==> src/rtl/adc_pwr_pkg.sv <==
package adc_pwr_pkg;

    typedef enum logic [1:0] {
        PM_NORMAL   = 2'b00,
        PM_AUTO_OFF = 2'b01,
        PM_STANDBY  = 2'b10,
        PM_SPARE    = 2'b11
    } pm_mode_e;

    typedef enum logic [1:0] {
        SD_NONE    = 2'b00,
        SD_FULL    = 2'b01,
        SD_PARTIAL = 2'b10,
        SD_FULL2   = 2'b11
    } static_sd_e;

    typedef struct packed {
        pm_mode_e   pm;
        logic       int_clk;
        logic       avg_on;
        static_sd_e sd;
    } pwr_cfg_t;

endpackage

==> src/rtl/adc_pwr_regs.sv <==
module adc_pwr_regs
    import adc_pwr_pkg::*;
#(
    parameter int WORD_W       = 16,
    parameter int MODE_PM_LSB  = 4,
    parameter int MODE_CLK_BIT = 6,
    parameter int CFG_AVG_BIT  = 9,
    parameter int CFG_SD_LSB   = 0
) (
    input  logic              clk,
    input  logic              rst_n,
    input  logic              rx_valid,
    input  logic [WORD_W-1:0] rx_word,
    output pwr_cfg_t          cfg_q,
    output logic              mode_wr,
    output logic              cfg_wr
);
    localparam int SEL_W = 5;
    localparam logic [SEL_W-1:0] CFG_SEL = 5'b10000;
    localparam logic [WORD_W-1:0] USED_MASK =
        ({WORD_W{1'b1}} << (WORD_W - SEL_W))
        | (WORD_W'(3) << MODE_PM_LSB)
        | (WORD_W'(1) << MODE_CLK_BIT)
        | (WORD_W'(1) << CFG_AVG_BIT)
        | (WORD_W'(3) << CFG_SD_LSB);

    pwr_cfg_t cfg_d;
    logic     unused_bits;

    assign unused_bits = ^(rx_word & ~USED_MASK);
    assign mode_wr = rx_valid && !rx_word[WORD_W-1];
    assign cfg_wr  = rx_valid && (rx_word[WORD_W-1 -: SEL_W] == CFG_SEL);

    always_comb begin
        cfg_d = cfg_q;
        if (mode_wr) begin
            cfg_d.pm      = pm_mode_e'(rx_word[MODE_PM_LSB +: 2]);
            cfg_d.int_clk = rx_word[MODE_CLK_BIT];
        end
        if (cfg_wr) begin
            cfg_d.avg_on = rx_word[CFG_AVG_BIT];
            cfg_d.sd     = static_sd_e'(rx_word[CFG_SD_LSB +: 2]);
        end
    end

    always_ff @(posedge clk or negedge rst_n) begin
        if (!rst_n) begin
            cfg_q <= '{pm: PM_NORMAL, int_clk: 1'b0, avg_on: 1'b0, sd: SD_NONE};
        end else begin
            cfg_q <= cfg_d;
        end
    end

    // no strobe, no change to any stored field
    p_hold_r5: assert property (@(posedge clk) disable iff (!rst_n)
        !rx_valid |=> $stable(cfg_q));

    // a word with bit 15 set but the wrong selector leaves everything alone
    p_ignore_r1: assert property (@(posedge clk) disable iff (!rst_n)
        (rx_valid && rx_word[WORD_W-1] && rx_word[WORD_W-1 -: SEL_W] != CFG_SEL)
        |=> $stable(cfg_q));

endmodule

==> src/rtl/adc_pwr_edges.sv <==
module adc_pwr_edges #(
    parameter int             N    = 2,
    parameter logic [N-1:0]   IDLE = '1
) (
    input  logic         clk,
    input  logic         rst_n,
    input  logic [N-1:0] sig,
    output logic [N-1:0] rise,
    output logic [N-1:0] fall
);
    logic [N-1:0] sig_d, sig_q;

    always_comb sig_d = sig;

    always_ff @(posedge clk or negedge rst_n) begin
        if (!rst_n) sig_q <= IDLE;
        else        sig_q <= sig_d;
    end

    for (genvar i = 0; i < N; i++) begin : g_bit
        assign rise[i] = sig[i] & ~sig_q[i];
        assign fall[i] = ~sig[i] & sig_q[i];
    end

endmodule

==> src/rtl/adc_pwr_fsm.sv <==
module adc_pwr_fsm
    import adc_pwr_pkg::*;
#(
    parameter int WARM_CYCLES = 2
) (
    input  logic     clk,
    input  logic     rst_n,
    input  pwr_cfg_t cfg,
    input  logic     mode_wr,
    input  logic     cfg_wr,
    input  logic     cs_rise,
    input  logic     cs_fall,
    input  logic     cnv_fall,
    input  logic     sw_cnv,
    input  logic     conv_done,
    output logic     core_en,
    output logic     bias_en,
    output logic     conv_valid
);
    localparam int CW = $clog2(WARM_CYCLES + 1);
    localparam logic [CW-1:0] WARM_LOAD = CW'(WARM_CYCLES);

    typedef struct packed {
        logic          awake;
        logic [CW-1:0] warm;
        logic          armed;
        logic          sw_arm;
        logic          sd_prev;
    } seq_t;

    seq_t st_d, st_q;
    logic auto_m, ext_m, sd_on, sleep_ev, wake_ev;

    always_comb begin
        auto_m   = (cfg.pm == PM_AUTO_OFF) || (cfg.pm == PM_STANDBY);
        ext_m    = !cfg.int_clk;
        sd_on    = (cfg.sd != SD_NONE);
        sleep_ev = auto_m && ((ext_m && cs_rise && st_q.armed) || (!ext_m && conv_done));
        wake_ev  = !auto_m || (ext_m && cs_fall)
                 || (!ext_m && (cnv_fall || (cs_rise && st_q.sw_arm)));

        st_d = st_q;
        st_d.sd_prev = sd_on;
        if (st_q.awake && st_q.warm != '0) st_d.warm = st_q.warm - 1'b1;
        if (cs_fall && auto_m && ext_m) st_d.armed = 1'b1;
        if (mode_wr) st_d.armed = 1'b0;

        if (sd_on) begin
            st_d.awake = 1'b0;
            st_d.warm  = WARM_LOAD;
        end else if (st_q.sd_prev || (!st_q.awake && wake_ev)) begin
            st_d.awake  = 1'b1;
            st_d.warm   = WARM_LOAD;
            st_d.sw_arm = 1'b0;
        end else if (st_q.awake && sleep_ev) begin
            st_d.awake = 1'b0;
        end

        if (sw_cnv) st_d.sw_arm = 1'b1;
    end

    always_ff @(posedge clk or negedge rst_n) begin
        if (!rst_n) begin
            st_q <= '{awake: 1'b1, warm: WARM_LOAD, armed: 1'b0, sw_arm: 1'b0, sd_prev: 1'b0};
        end else begin
            st_q <= st_d;
        end
    end

    assign core_en    = st_q.awake && !sd_on;
    assign bias_en    = (cfg.sd == SD_PARTIAL)
                      || (!sd_on && (st_q.awake || cfg.pm == PM_STANDBY));
    assign conv_valid = core_en && (st_q.warm == '0);

    // the first two cycles after a wake are blanked
    p_blank_first_r4: assert property (@(posedge clk) disable iff (!rst_n)
        $rose(core_en) |-> !conv_valid);
    p_blank_second_r4: assert property (@(posedge clk) disable iff (!rst_n)
        $rose(core_en) |=> !conv_valid);

    // a frame opening wakes a sleeping core in external timing
    p_ext_wake_r3: assert property (@(posedge clk) disable iff (!rst_n)
        (!st_q.awake && ext_m && auto_m && cs_fall && !sd_on && !st_q.sd_prev && !cfg_wr)
        |=> (core_en && !conv_valid));

    // completion puts an awake core to sleep in internal timing
    p_int_done_r6: assert property (@(posedge clk) disable iff (!rst_n)
        (st_q.awake && !ext_m && auto_m && conv_done && !sd_on && !st_q.sd_prev && !cfg_wr)
        |=> !core_en);

endmodule

==> src/rtl/adc_pwr_seq.sv <==
module adc_pwr_seq
    import adc_pwr_pkg::*;
#(
    parameter int WORD_W      = 16,
    parameter int WARM_CYCLES = 2
) (
    input  logic              clk,
    input  logic              rst_n,
    input  logic              rx_valid,
    input  logic [WORD_W-1:0] rx_word,
    input  logic              cs_n,
    input  logic              cnvst_n,
    input  logic              sw_cnv,
    input  logic              conv_done,
    output logic              core_en,
    output logic              bias_en,
    output logic              conv_valid,
    output logic              avg_active
);
    localparam int NEDGE = 2;

    pwr_cfg_t         cfg_q;
    logic             mode_wr, cfg_wr;
    logic [NEDGE-1:0] rise_v, fall_v;

    adc_pwr_regs #(.WORD_W(WORD_W)) u_regs (
        .clk      (clk),
        .rst_n    (rst_n),
        .rx_valid (rx_valid),
        .rx_word  (rx_word),
        .cfg_q    (cfg_q),
        .mode_wr  (mode_wr),
        .cfg_wr   (cfg_wr)
    );

    adc_pwr_edges #(.N(NEDGE), .IDLE(2'b11)) u_edges (
        .clk   (clk),
        .rst_n (rst_n),
        .sig   ({cnvst_n, cs_n}),
        .rise  (rise_v),
        .fall  (fall_v)
    );

    adc_pwr_fsm #(.WARM_CYCLES(WARM_CYCLES)) u_fsm (
        .clk        (clk),
        .rst_n      (rst_n),
        .cfg        (cfg_q),
        .mode_wr    (mode_wr),
        .cfg_wr     (cfg_wr),
        .cs_rise    (rise_v[0]),
        .cs_fall    (fall_v[0]),
        .cnv_fall   (fall_v[1]),
        .sw_cnv     (sw_cnv),
        .conv_done  (conv_done),
        .core_en    (core_en),
        .bias_en    (bias_en),
        .conv_valid (conv_valid)
    );

    assign avg_active = cfg_q.avg_on && cfg_q.int_clk;

    // averaging can only come into effect through a register write
    p_avg_by_write_r8: assert property (@(posedge clk) disable iff (!rst_n)
        $rose(avg_active) |-> $past(rx_valid));

endmodule

==> config.mk <==
export PLATFORM = sky130hd
export DESIGN_NAME = adc_pwr_seq
export DESIGN_NICKNAME = d
export VERILOG_FILES = /design/src/rtl/adc_pwr_pkg.sv /design/src/rtl/adc_pwr_regs.sv /design/src/rtl/adc_pwr_edges.sv /design/src/rtl/adc_pwr_fsm.sv /design/src/rtl/adc_pwr_seq.sv
export SDC_FILE = /design/constraint.sdc
export NUM_CORES = 1
export LEC_CHECK = 0
export ABC_AREA = 1
export BUFFER_PORTS_ARGS = -buffer_cell sky130_fd_sc_hd__clkbuf_2
export CORE_UTILIZATION = 41
export DETAILED_ROUTE_END_ITERATION = 7
export HOLD_SLACK_MARGIN = 0.12
export PLACE_DENSITY = 0.81
export SYNTH_ARGS = -nofsm -noshare
export SYNTH_HDL_FRONTEND = slang
export SYNTH_SLANG_ARGS = --single-unit
export TNS_END_PERCENT = 1
==> constraint.sdc <==
create_clock -name clk -period 1.1 [get_ports clk]
set_input_delay 0.11 -clock clk [delete_from_list [all_inputs] [get_ports clk]]
set_output_delay 0.11 -clock clk [all_outputs]
set_load 0.005 [all_outputs]
==> impl_metrics.toml, run 1 <==
[yosys]
synth.area.top_cells = "dfrtp_1 37%, dfstp_2 16%, inv_1 11%, nand2_1 10%, nor2_1 3.9%"
netlist_top_cells_count = "19 x inv_1, 18 x nand2_1, 10 x dfrtp_1"
synth_compound_area_share_pct = 9.98
syn-cell-area_sq_um = 677
synth_mux_area_share_pct = 1.66
synth-edff-count = 0
syn_avg_cell_area_sq_um = 8.25
async_reset_ff_share_pct = 100
yosysWarnings = 0
synthSimpleGateAreaFrac_pct = 21.1
yosysTopAreaCell = "dfrtp_1"
seq_area_frac_synth_pct = 52.5
synth_top_area_share_pct = 37.0
synth_seq_cells = 14
synth.most_common_cell = "inv_1"
synth_top_family_by_area = "simple AND/OR/NAND/NOR gates"
synth_ff_type = "dfrtp_1"
netlist_instances = 82
synth_fp_nets = 107
synth_xor_area_share_pct = 0
synth_fa_ha_area_share_pct = 3.70
ys_types = 17

[power]
irDropWorstVdd_mv = 1.41
p_comb_share_pct = 44.8
internal-power_uw = 1330
powerDensity_nw_per_um2 = 1810
p_sw_uw = 664
pwr-share-clk_pct = 18.7
leakage_uw = 0.000603
swShare_pct = 33.2
seqPwrFrac_pct = 36.5

[timing]
slew_viol_final = 0
setup_viol_count_final = 7
period_minus_slack_ns = 1.34
worst_slew_pin_slew_ns = 0.348
skew_ns = 0.00509
hold_ws_ns = 0.185
rsz0062_at_grt = "yes"
fmax_ghz = 0.749
hold_violations = 0
fin_crit_sh_pct = 121
max-slew-margin-rel_pct = 76.8
finalWorstSetupSlack_ns = -0.235

[global_route]
grt.overflow.total = 0
grt_pass1_wl_microns = 2590
grt_use_total_pct = 19.7
grt_max_degree = 15
first_global_vias = 670
antenna_found_initial = 0

[worst_setup_path]
path_class = "reg -> out"
cp-end-kind = "primary output"
arrival_ns = 1.23
worst-path-max-fanout = 2
worst_setup_path_start_kind = "register"
critical_path_required_ns = 0.99

[clock_network]
cts_max_path_buffers = 2
cts.clk_slew.worst_paths_ns = 0.08
tritoncts = "yes"
cts_buffers = 3
cts_sinks = 14
clock-root-buffer = "clkbuf_4"
cts_max_level = 1
insertion_delay_ns = 0.28

[placed_design]
gp_congestion = 0.793
dp_hpwl_microns = 1020
place_area_sq_um = 877
port_buffers = 21

[layout]
drive_above_1_share_pct = 45.0
fin_util_pct = 72.6
fillers = 121
syn_to_final_growth_pct = 63.4
final_net_count = 157
antenna_cells = 0
stdcell_area_sq_um = 1110

[route]
wl_microns = 1570
routedWlPerCell_microns = 10.7
ant_nets = 0
drt_iter0_drc = 8
drc = 0
vias = 682
dr.pass1.iters = 4
vias_per_cell = 4.64

[floorplan]
die_h_microns = 42.6
ioPinCount = 27
die-area_sq_um = 1820
coreArea_sq_um = 1520
die_x_microns = 42.6
rows = 14
initial_core_util_pct = 44.4

[outcome]
status = "finished, violations left"
failed_checks = "negative setup slack"

[worst_hold_path]
hold_path_class = "in -> reg"

[run]
cap_violations = 0
[path summary, 6_finish.rpt]
path / startpoint / end / slack [ns] / cells past startpoint
setup / recovery: u_fsm.st_q[4]$_DFFE_PN1P_ / conv_valid / -0.24 / 5
hold / removal: conv_done / u_fsm.st_q[5]$_DFFE_PN1P_ / 0.19 / 4
setup reg to reg: u_regs.cfg_q[5]$_DFFE_PN0P_ / u_fsm.st_q[1]$_DFFE_PN0P_ / -0.21 / 10
hold reg to reg: u_fsm.st_q[1]$_DFFE_PN0P_ / u_fsm.st_q[1]$_DFFE_PN0P_ / 0.49 / 2
max in group asynchronous: rst_n / u_fsm.st_q[5]$_DFFE_PN1P_ / 0.54 / 2
min in group asynchronous: rst_n / u_fsm.st_q[2]$_DFFE_PN0P_ / 0.25 / 2
[state kept, by name, indices dropped and copies added, names as in the netlist]
| signal | cells |
|---|---|
| u_edges.sig_q | 2 |
| u_fsm.st_q | 6 |
| u_regs.cfg_q | 6 |
[area by class of cell]
class	count	area, sq um	share of cell area, %
clock buffers	4	36.3	3.28
inverters	20	77.6	7.01
multi-input cells	48	297	26.8
well taps	16	20.0	1.81
repair buffers	45	320	29.0
flip-flops and latches	14	355	32.1
[metal layers]
metal  up-vias  share of wire (%)  GRT usage [%]  routed length, microns
met5         -                  0              0                       0
met3         4                3.8           3.88                      60
met4         0                1.5           9.38                      24
met1       304                 39           20.5                     612
li1        354                  -              -                       -
met2        20                 56           36.7                     870
[worst max-delay path, stage by stage (launching register included)]
cell and delay [ns]:
dfstp_2 0.53, inv_1 0.06, ha_4 0.17, inv_1 0.04
nor2_1 0.03, buf_2 0.11
[logic make-up (layout without fill, tap and decap cells)]
kind of cell	count (synthesis)	in the layout
flops	14	14
simple gates	33	33
compound gates	12	12
mux	1	1
fa+ha+maj	2	2
buf+inv	20	69
[repair_timing]
action                                 4_1_cts  5_1_grt
pin swaps                                    3        2
cloned                                       0        0
endpoints found under the hold margin       23        0
setup endpoints to repair                    9        9
buffers inserted                             4        0
hold buffers                                10        0
gates resized for setup                     12        8
[metrics by stage]
stage	power, uW	setup TNS, ns	instances	worst slack (ns)
finish	2000	-1.26	147	-0.235
global route	2130	-1.82	147	-0.310
detailed placement	1380	-0.615	129	-0.198
floorplan	1090	-0.180	82	-0.0848
global placement	1350	-0.409	129	-0.135
CTS	1950	-1.29	147	-0.277
[power by group through the flow]
stage | clock, uW | sequential, uW | combinational (uW)
after global routing | 399 | 738 | 994
after floorplan | 0 | 709 | 376
after global placement | 0 | 715 | 635
final | 374 | 729 | 896
after CTS | 385 | 719 | 846
after detailed placement | 0 | 721 | 664
[cells in the final DEF (no fill, tap or decap), types with 2 or more instances in the layout]
| cell type | Yosys | routed |
|---|---|---|
| o21ai_1 | 4 | 4 |
| nor2_4 | 1 | 2 |
| a21oi_1 | 3 | 3 |
| inv_2 | 1 | 5 |
| dfstp_2 | 4 | 4 |
| clkbuf_4 | 0 | 3 |
| ha_4 | 0 | 2 |
| o21ai_0 | 3 | 3 |
| dfrtp_1 | 10 | 10 |
| dlygate4sd3_1 | 0 | 10 |
| buf_4 | 0 | 13 |
| inv_1 | 19 | 14 |
| nand3_1 | 5 | 4 |
| buf_6 | 0 | 2 |
| clkbuf_2 | 0 | 19 |
| nor2_1 | 7 | 5 |
| nand2_1 | 18 | 16 |
No activity file was read; power rests on OpenSTA's default activity.
==> run 2, diff against run 1 <==
GPL_TIMING_DRIVEN = 0   (was unset)
==> impl_metrics.toml, run 2 (same netlist as run 1, synthesis figures left out) <==
[worst_setup_path]
worst-path-max-fanout = 2
cp.buffers_inverters = 3
arrival_ns = 1.24
worst_setup_path_start_kind = "register"
reg2reg_slack_ns = -0.18
crit_slowest_cell = "dfrtp_1"
r2r_cells = 10
cp-end-kind = "primary output"
cp_cell_sequence = "buf_4 > buf_4 > a21oi_1 > clkbuf_2"
path_common_cell = "buf_4"
path_class = "reg -> out"
endpoint = "bias_en"
critical_path_required_ns = 0.99
path_delay_family = "flip-flops"
slowest_delay_ns = 0.42
timing.rr.end = "u_fsm.st_q[1]$_DFFE_PN0P_"
cp-startpoint = "u_regs.cfg_q[0]$_DFFE_PN0P_"
worst-path-stages = 4
r2r-start = "u_regs.cfg_q[5]$_DFFE_PN0P_"

[timing]
fin_crit_sh_pct = 122
period_minus_slack_ns = 1.35
finalWorstSetupSlack_ns = -0.247
hold_ws_ns = 0.178
slew_viol_final = 0
hold_violations = 0
setup_viol_count_final = 7
fmax_ghz = 0.742
skew_ns = 0.00475
worst_slew_pin_slew_ns = 0.354
rsz0062_at_grt = "yes"
max-slew-margin-rel_pct = 76.3

[clock_network]
cts_buffers = 3
clock-root-buffer = "clkbuf_4"
insertion_delay_ns = 0.28
cts_max_level = 1
cts_max_path_buffers = 2
cts_sinks = 14
tritoncts = "yes"
cts.clk_slew.worst_paths_ns = 0.07

[global_route]
first_global_vias = 595
antenna_found_initial = 0
grt_use_total_pct = 18.1
grt_pass1_wl_microns = 2350
grt_max_degree = 15
grt.overflow.total = 0

[placed_design]
port_buffers = 21
dp_hpwl_microns = 969
gp_congestion = 0.729

[power]
powerDensity_nw_per_um2 = 1770
power_uw = 1800
leakage_uw = 0.000547
irDropWorstVdd_mv = 1.06

[layout]
drive_above_1_share_pct = 41.8
final_net_count = 149
layout_commonest_cell = "clkbuf_2"
mostFrequentLayoutCells = "19 x clkbuf_2, 15 x nand2_1, 14 x inv_1"
antenna_cells = 0
fin_util_pct = 66.6
syn_to_final_growth_pct = 49.9
fillers = 128
reg_top3 = "u_fsm.st_q x6, u_regs.cfg_q x6, u_edges.sig_q x2"

[route]
drt_iter0_drc = 9
vias_per_cell = 4.71
ant_nets = 0
dr.pass1.iters = 4
wl_microns = 1450
drc = 0
routedWlPerCell_microns = 10.5
vias = 650

[floorplan]
initial_core_util_pct = 44.4
coreArea_sq_um = 1520
rows = 14
ioPinCount = 27
die_x_microns = 42.6
die-area_sq_um = 1820
die_h_microns = 42.6

[outcome]
status = "finished, violations left"
failed_checks = "negative setup slack"

[worst_hold_path]
hold_path_class = "in -> reg"
hold_path_depth = 4

[run]
cap_violations = 0
run 2: worst min-delay path by stage:
stage / slack, ns / start / end
after floorplan: -0.19 / rst_n / u_fsm.st_q[0]$_DFF_PN0_
after global placement: 0.03 / rst_n / u_fsm.st_q[1]$_DFFE_PN0P_
after detailed placement: 0.03 / rst_n / u_fsm.st_q[1]$_DFFE_PN0P_
after CTS: 0.17 / rx_word[15] / u_regs.cfg_q[4]$_DFFE_PN0P_
after global routing: 0.21 / conv_done / u_fsm.st_q[5]$_DFFE_PN1P_
final: 0.18 / conv_done / u_fsm.st_q[5]$_DFFE_PN1P_
run 2: report_power, final:
| group | total [uW] | internal [uW] | switching [uW] |
|---|---|---|---|
| combinational | 789 | 391 | 397 |
| clock | 283 | 127 | 156 |
| sequential | 729 | 659 | 70.3 |
| total | 1800 | 1180 | 624 |
run 2: per-layer routing:
| metal | up-vias | global-route usage, % | part of all wire (%) |
|---|---|---|---|
| met1 | 289 | 21.3 | 41 |
| met5 | - | 0 | 0 |
| met4 | 0 | 9.38 | 2.4 |
| met2 | 20 | 31.2 | 53 |
| li1 | 336 | - | - |
| met3 | 5 | 2.59 | 3.7 |
run 2: tightest hold or removal path, cell delays in order:
cell and delay, ns:
clkbuf_2 0.07, o21ai_0 0.07, a21oi_1 0.13, o21ai_1 0.07
run 2: layout make-up:
type	instances	area (sq um)	share of cell area, %
multi-input combinational	48	283	27.9
inverter	20	77.6	7.64
sequential	14	355	35.0
tap	16	20.0	1.97
timing repair buffer	37	256	25.3
clock buffer	3	22.5	2.22
run 2: through the flow:
stage | setup WS, ns | TNS [ns] | cell area (sq um) | instances
floorplan | -0.0848 | -0.180 | 677 | 82
global placement | -0.177 | -0.474 | 802 | 119
detailed placement | -0.202 | -0.638 | 802 | 119
CTS | -0.250 | -1.12 | 971 | 135
global route | -0.303 | -1.70 | 1010 | 138
finish | -0.247 | -1.18 | 1010 | 138
run 2: repair_timing:
| action | in CTS | in global routing |
|---|---|---|
| setup endpoints to repair | 7 | 7 |
| endpoints found under the hold margin | 23 | 0 |
| buffers inserted | 3 | 3 |
| pin swaps | 2 | 3 |
| hold buffers | 10 | 0 |
| resized for setup | 8 | 10 |
